### config.mk
export PLATFORM = sky130hd
export DESIGN_NAME = fixed_map_remap
export DESIGN_NICKNAME = d
export VERILOG_FILES = /design/src/rtl/remap_pkg.sv /design/src/rtl/remap_mode_reg.sv /design/src/rtl/remap_fixed_map.sv /design/src/rtl/remap_out_stage.sv /design/src/rtl/fixed_map_remap.sv
export SDC_FILE = /design/constraint.sdc
export NUM_CORES = 1
export LEC_CHECK = 0
export ABC_AREA = 0
export BUFFER_PORTS_ARGS = -buffer_cell sky130_fd_sc_hd__buf_2
export CAP_MARGIN = 20
export CORE_MARGIN = 1
export CORE_UTILIZATION = 35
export DETAILED_ROUTE_END_ITERATION = 10
export PLACE_DENSITY = 0.67
export SLEW_MARGIN = 15
export SYNTH_ARGS = -nofsm -noshare
export SYNTH_HDL_FRONTEND = slang
export SYNTH_SLANG_ARGS = --single-unit
### constraint.sdc
create_clock -name clk -period 1.9 [get_ports clk]
set_clock_uncertainty 0.1 [all_clocks]
set_input_delay 0.38 -clock clk [delete_from_list [all_inputs] [get_ports clk]]
set_output_delay 0.38 -clock clk [all_outputs]
set_load 0.01 [all_outputs]
### src/rtl/remap_pkg.sv
`timescale 1ns/1ps
package remap_pkg;

   typedef enum logic [1:0] {
      RM_OFF     = 2'd0,
      RM_PASS    = 2'd1,
      RM_COMPACT = 2'd2,
      RM_RSVD    = 2'd3
   } remap_mode_e;

   localparam int RM_RULES = 3;

   function automatic logic rm_code_ok(input logic [1:0] code);
      return code != RM_RSVD;
   endfunction

endpackage

### src/rtl/remap_mode_reg.sv
`timescale 1ns/1ps
module remap_mode_reg
   import remap_pkg::*;
(
   input  logic        clk,
   input  logic        rst_n,
   input  logic        wr_en,
   input  logic [1:0]  wr_code,
   output remap_mode_e mode_q
);

   logic take;
   assign take = wr_en && rm_code_ok(wr_code);

   always_ff @(posedge clk or negedge rst_n) begin
      if (!rst_n)
         mode_q <= RM_OFF;
      else if (take)
         mode_q <= remap_mode_e'(wr_code);
   end


   rsvd_ignored_chk: assert property (@(posedge clk) disable iff (!rst_n)
      (wr_en && wr_code == 2'd3) |=> $stable(mode_q));


   mode_legal_chk: assert property (@(posedge clk) disable iff (!rst_n)
      mode_q != RM_RSVD);

endmodule

### src/rtl/remap_fixed_map.sv
`timescale 1ns/1ps
module remap_fixed_map
   import remap_pkg::*;
#(
   parameter int ADDR_W = 32,
   parameter int LOW_W  = 24,
   parameter int RULES  = RM_RULES,
   parameter logic [ADDR_W-1:0] RULE_LO   [RULES] = '{32'h00A0_0000, 32'h00E0_0000, 32'h00F0_0000},
   parameter logic [ADDR_W-1:0] RULE_HI   [RULES] = '{32'h00DF_FFFF, 32'h00EF_FFFF, 32'h00FF_FFFF},
   parameter logic [ADDR_W-1:0] RULE_KEEP [RULES] = '{32'h00FF_FFFF, 32'h000F_FFFF, 32'h00FF_FFFF},
   parameter logic [ADDR_W-1:0] RULE_OR   [RULES] = '{32'h4000_0000, 32'hFE00_0000, 32'h5000_0000}
)(
   input  logic [ADDR_W-1:0] addr_in,
   output logic [ADDR_W-1:0] addr_out
);

   localparam int PAD_W = ADDR_W - LOW_W;

   generate
      if (LOW_W >= ADDR_W || LOW_W < 1) begin : g_bad_width
         $error("remap_fixed_map: LOW_W must lie in 1..ADDR_W-1");
      end
      if (RULES < 1) begin : g_bad_rules
         $error("remap_fixed_map: RULES must be at least 1");
      end
   endgenerate

   logic [ADDR_W-1:0] low_addr;
   assign low_addr = {{PAD_W{1'b0}}, addr_in[LOW_W-1:0]};

   logic [RULES-1:0]  hit;
   logic [ADDR_W-1:0] cand [RULES];

   generate
      for (genvar g = 0; g < RULES; g++) begin : g_rule
         assign hit[g]  = (low_addr >= RULE_LO[g]) && (low_addr <= RULE_HI[g]);
         assign cand[g] = (low_addr & RULE_KEEP[g]) | RULE_OR[g];
      end
   endgenerate

   always_comb begin
      addr_out = low_addr;
      for (int k = RULES - 1; k >= 0; k--) begin
         if (hit[k])
            addr_out = cand[k];
      end
   end

   // windows must never overlap
   always_comb begin
      hits_disjoint_chk: assert ($onehot0(hit));
   end

endmodule

### src/rtl/remap_out_stage.sv
`timescale 1ns/1ps
module remap_out_stage #(
   parameter int ADDR_W = 32
)(
   input  logic              clk,
   input  logic              rst_n,
   input  logic              load,
   input  logic [ADDR_W-1:0] d_addr,
   output logic              q_valid,
   output logic [ADDR_W-1:0] q_addr
);

   always_ff @(posedge clk or negedge rst_n) begin
      if (!rst_n) begin
         q_valid <= 1'b0;
         q_addr  <= '0;
      end else begin
         q_valid <= load;
         if (load)
            q_addr <= d_addr;
      end
   end


   valid_follow_chk: assert property (@(posedge clk) disable iff (!rst_n)
      load |=> q_valid);


   valid_idle_chk: assert property (@(posedge clk) disable iff (!rst_n)
      !load |=> !q_valid);

endmodule

### src/rtl/fixed_map_remap.sv
`timescale 1ns/1ps
module fixed_map_remap
   import remap_pkg::*;
#(
   parameter int ADDR_W = 32,
   parameter int LOW_W  = 24
)(
   input  logic              clk,
   input  logic              rst_n,
   input  logic              cfg_we,
   input  logic [1:0]        cfg_mode,
   input  logic              req_valid,
   input  logic              req_prog,
   input  logic [ADDR_W-1:0] req_addr,
   output logic              out_valid,
   output logic [ADDR_W-1:0] out_addr
);

   remap_mode_e       mode_q;
   logic [ADDR_W-1:0] mapped;
   logic [ADDR_W-1:0] chosen;
   logic              use_map;

   remap_mode_reg u_mode (
      .clk     (clk),
      .rst_n   (rst_n),
      .wr_en   (cfg_we),
      .wr_code (cfg_mode),
      .mode_q  (mode_q)
   );

   remap_fixed_map #(
      .ADDR_W (ADDR_W),
      .LOW_W  (LOW_W)
   ) u_map (
      .addr_in  (req_addr),
      .addr_out (mapped)
   );

   assign use_map = req_prog && (mode_q == RM_COMPACT);
   assign chosen  = use_map ? mapped : req_addr;

   remap_out_stage #(
      .ADDR_W (ADDR_W)
   ) u_out (
      .clk     (clk),
      .rst_n   (rst_n),
      .load    (req_valid),
      .d_addr  (chosen),
      .q_valid (out_valid),
      .q_addr  (out_addr)
   );


   off_identity_chk: assert property (@(posedge clk) disable iff (!rst_n)
      (req_valid && (mode_q == RM_OFF || !req_prog)) |=> out_addr == $past(req_addr));


   pass_identity_chk: assert property (@(posedge clk) disable iff (!rst_n)
      (req_valid && req_prog && mode_q == RM_PASS) |=> out_addr == $past(req_addr));


   window_a_chk: assert property (@(posedge clk) disable iff (!rst_n)
      (req_valid && use_map && req_addr[23:20] >= 4'hA && req_addr[23:20] <= 4'hD)
      |=> out_addr[31:24] == 8'h40);


   hold_addr_chk: assert property (@(posedge clk) disable iff (!rst_n)
      !req_valid |=> $stable(out_addr));

endmodule

Word-level counts from Yosys, hierarchy flattened
Cells that the tools add are included.

storage, ports and cells
  output and inout port bits = 33
  register bits = 35
  bits of input ports = 39
  word-level logic and storage cells = 20

cells by class
  eq/ne operators = 2
  magnitude comparators = 6
  multiplexer cells = 4
  reduce and logical (&&, ||, !) cells = 5

operators by type and width
  kind                                                     count
  32-bit two-way mux                                       3
  24-bit >= comparator (second input constant)             3
  24-bit less-or-equal comparator (second input constant)  3
  31-bit two-way mux                                       1
  1-bit logical AND                                        5
  2-bit equality test (second input constant)              1
  2-bit inequality test (second input constant)            1

Logic depth before layout (Yosys ltp)
  depth in word-level cells = 6
  mapped depth = 4
  depth with buffers taken out = 3

Modules after synthesis
A second synthesis with hierarchy kept.

unflattened totals
  cells, all modules = 147
  area, all modules = 2245.9 sq um

by module, submodules not included
  module           times used  cells an instance  area each (sq um)  seq. area each (sq um)
  remap_out_stage  1           69                 1370.1             825.8
  fixed_map_remap  1           36                 526.8              0.0
  remap_fixed_map  1           35                 259.0              0.0
  remap_mode_reg   1           7                  90.1               50.0

Worst setup path before layout
No wires, ideal clock.

  path type = in2reg
  start = in req_valid
  end = reg u_out.q_addr[10]
  data arrival time = 1.068 ns
  setup time = 0.125 ns
  setup slack = 0.607 ns
  stages = 3
  buffers on the path = 2
  required time = 1.675 ns
  path through = buf_2 -> buf_2 -> mux2_2

RTL lines
  element                 line                   RTL
  start: declaration      fixed_map_remap.sv:12  input logic req_valid,
  end signal: assignment  remap_out_stage.sv:20  q_addr <= d_addr;
  end: declaration        remap_out_stage.sv:10  output logic [ADDR_W-1:0] q_addr

No word-level cell between the ends.

Worst setup path in the final report
  start = reg u_mode.mode_q[0]
  end = reg u_out.q_addr[29]

on the way
  word-level cells in the longest chain between the ends = 3

RTL lines
  element                   line                   RTL
  start: declaration        remap_mode_reg.sv:9    output remap_mode_e mode_q
  start signal: assignment  remap_mode_reg.sv:19   mode_q <= remap_mode_e'(wr_code);
  2-bit equality test       fixed_map_remap.sv:40  assign use_map = req_prog && (mode_q == RM_COMPACT);
  1-bit logical AND         fixed_map_remap.sv:40
  32-bit two-way mux        fixed_map_remap.sv:41  assign chosen = use_map ? mapped : req_addr;

Every way passes these cells.
A chain may end at the register's enable or synchronous reset.

==> reports/summary.txt <==
Crit path DAT: 1.47 ns
Worst Tran Pin Value: 0.739 ns
Crit Path Max Fanout: 12
Total Routing Usage GR: 0.141
Area leader, netlist: dfrtp_1
Top-area cell type share of the netlist area: 0.633
Power per cell area: 878 nW/µm²
Placement row count: 22
Hold Path Class: in2async
Placed instance area: 1780 µm²
Vias in the first global route: 1023
Synth Flop Type: dfrtp_1
Count leader, synth: dfrtp_1
Synthesized instance count: 108
Initial Util: 0.372
Synth-to-Final Area Change: 34.8%
Worst-path clk slew: 0.07 ns
YS warnings: 0
Core area: 3720 µm²
R2R Setup Slk: 0.54 ns
Status: complete, no violations
Sequential Area: 876 µm²
CTS tree: done
Synth top area cells: dfrtp_1 (63%), mux2_2 (17%), a31oi_1 (3.2%)
Clock Root Buffer: clkbuf_8
Final min period: 1.36 ns
Post-route cell area: 1860 µm²
Synthesized area per cell: 12.8 µm²
Critical R2R Launch: u_mode.mode_q[0]$_DFFE_PN0P_
Port buffer count: 71
Relative slew slack: 0.507
DRC: 0
# Max-Cap Violations: 0
Reg2reg end: u_out.q_addr[29]$_DFFE_PN0P_
Final wirelength: 2.59 mm
CP cell instances: nand3b_4, or3_4, a31oi_1
Vias: 1050
Post-route ant nets: 0
Routed len/inst: 11.3 µm
Fin Setup TNS: 0 ns
GPL Wtd Cong: 0.708
Critical Path End Type: flip-flop
Clk sinks: 35
CP startpoint kind: flip-flop
Vias/cell: 4.57
Net Count, Synth: 147
Critical path class: reg2reg
Largest net degree at the start of global routing: 36
CTS H-tree depth: 2
Slowest cell on crit path: or3_4
Crit-path max cell delay: 0.43 ns
Multi-input logic area: 464 µm²
Worst path depth: 3
Layout cell share with drive strength beyond 1: 0.571
End of the critical path: u_out.q_addr[29]$_DFFE_PN0P_
Post-CTS Setup Bufs: 0
Final WS setup: 0.538 ns
Io pins: 72
Max Clk Rate: 734 MHz
Insertion delay to the later sink of the worst-skew pair: 0.28 ns
Worst vdd ir: 0.384 mV
Top cells by count, synth: dfrtp_1 (35), mux2_2 (21), nor2_1 (11)
Antenna cells: 0
Slew Limit Fails: 0
Flops & latches, synth: 35
Die ar.: 4210 µm²
Bufs and invs on worst path: 0
Period utilization: 0.717
Mapped Area: 1380 µm²
Placed Cells: 222
Sequential fraction of the synthesis area: 0.633
Detailed Place HPWL: 1.94 mm
Async S/R FF share, synth: 1.00
# hold bufs at CTS: 0
Reg2Reg Depth: 3
Die Height: 64.9 µm
Crit path required time: 2.01 ns
Initial antenna violation count: 0
Chip Width: 64.9 µm
Synth cell types: 17
CTS Buf Count: 5
Post-Place Setup Slack: 0.361 ns
Leakage: 0.932 nW
CP top delay family: simple AND/OR/NAND/NOR gates
Max Root-Sink Buffers: 2
Critical Path Start: u_mode.mode_q[0]$_DFFE_PN0P_
# nets final: 220
Final hold violation count: 0
Non-filler instance count after layout: 230
1st-iter DRT viols: 36
Initial DRT Pass Iterations: 3
Post-CTS Resized: 0
First-pass GRT wire length: 4.33 mm
Post-synth EDFFs: 0
Filler Cell Count: 336
Unrepaired setup endpoints after global routing: no
Global route overflow: 0
Final setup violation count: 0
==> layer usage <==
metal,vias up,track usage,part of all wire
met5,-,0,0
met4,0,0.100,0.028
met3,7,0.0387,0.077
met2,48,0.228,0.47
met1,485,0.160,0.42
li1,510,-,-
==> where the power goes <==
part / switching, W / internal (W)
sequential: 0.0000367 / 0.000820
clock: 0.000251 / 0.000256
combinational: 0.000135 / 0.000138
==> metrics by stage <==
step                      utilization  total power [W]  hold slack [ns]
after floorplan                     -          0.00101          -0.0156
after global placement          0.478          0.00114            0.380
after detailed placement        0.478          0.00115            0.391
after CTS                       0.501          0.00167           0.0774
after global routing            0.501          0.00174            0.129
final                           0.501          0.00164           0.0503
==> logic make-up (layout without fill, tap and decap cells) <==
family / after synthesis / in the layout / synth area share
flops: 35 / 35 / 0.633
simple gates: 30 / 30 / 0.112
mux: 21 / 21 / 0.171
compound gates: 12 / 12 / 0.0525
buf+inv: 10 / 84 / 0.0308
==> final cells by class <==
class,count,share of cell area
sequential,35,0.470
multi-input combinational,63,0.249
timing repair buffer,72,0.195
clock buffer,6,0.0390
tap,48,0.0322
inverter,4,0.00806
clock inverter,2,0.00672
==> state kept, by name, indices dropped and copies added, names as in the netlist <==
name	count
u_mode.mode_q	2
u_out.q_addr	32
u_out.q_valid	1
==> layout by cell type, fill, tap and decap left out, drive strengths merged <==
master	n
a31oi	7
buf	72
clkbuf	6
clkinv	1
clkinvlp	1
dfrtp	35
inv	4
mux2	21
nand2	10
nand3	2
nand3b	1
nor2	11
nor2b	2
nor3	1
o21ai	2
o22ai	3
or2	2
or3	1
==> how the worst min path moves through the flow <==
stage | startpoint | endpoint | slack, ns | cells after the start
5_1_grt | rst_n | u_out.q_addr[25]$_DFFE_PN0P_ | 0.13 | 1
4_1_cts | rst_n | u_out.q_addr[25]$_DFFE_PN0P_ | 0.08 | 1
6_report | rst_n | u_out.q_addr[25]$_DFFE_PN0P_ | 0.05 | 1
3_3_place_gp | rst_n | u_out.q_addr[25]$_DFFE_PN0P_ | 0.38 | 1
3_5_place_dp | rst_n | u_out.q_addr[0]$_DFFE_PN0P_ | 0.39 | 1
2_1_floorplan | rst_n | u_mode.mode_q[0]$_DFFE_PN0P_ | -0.02 | 0
Power figures use the tool's default switching activity.
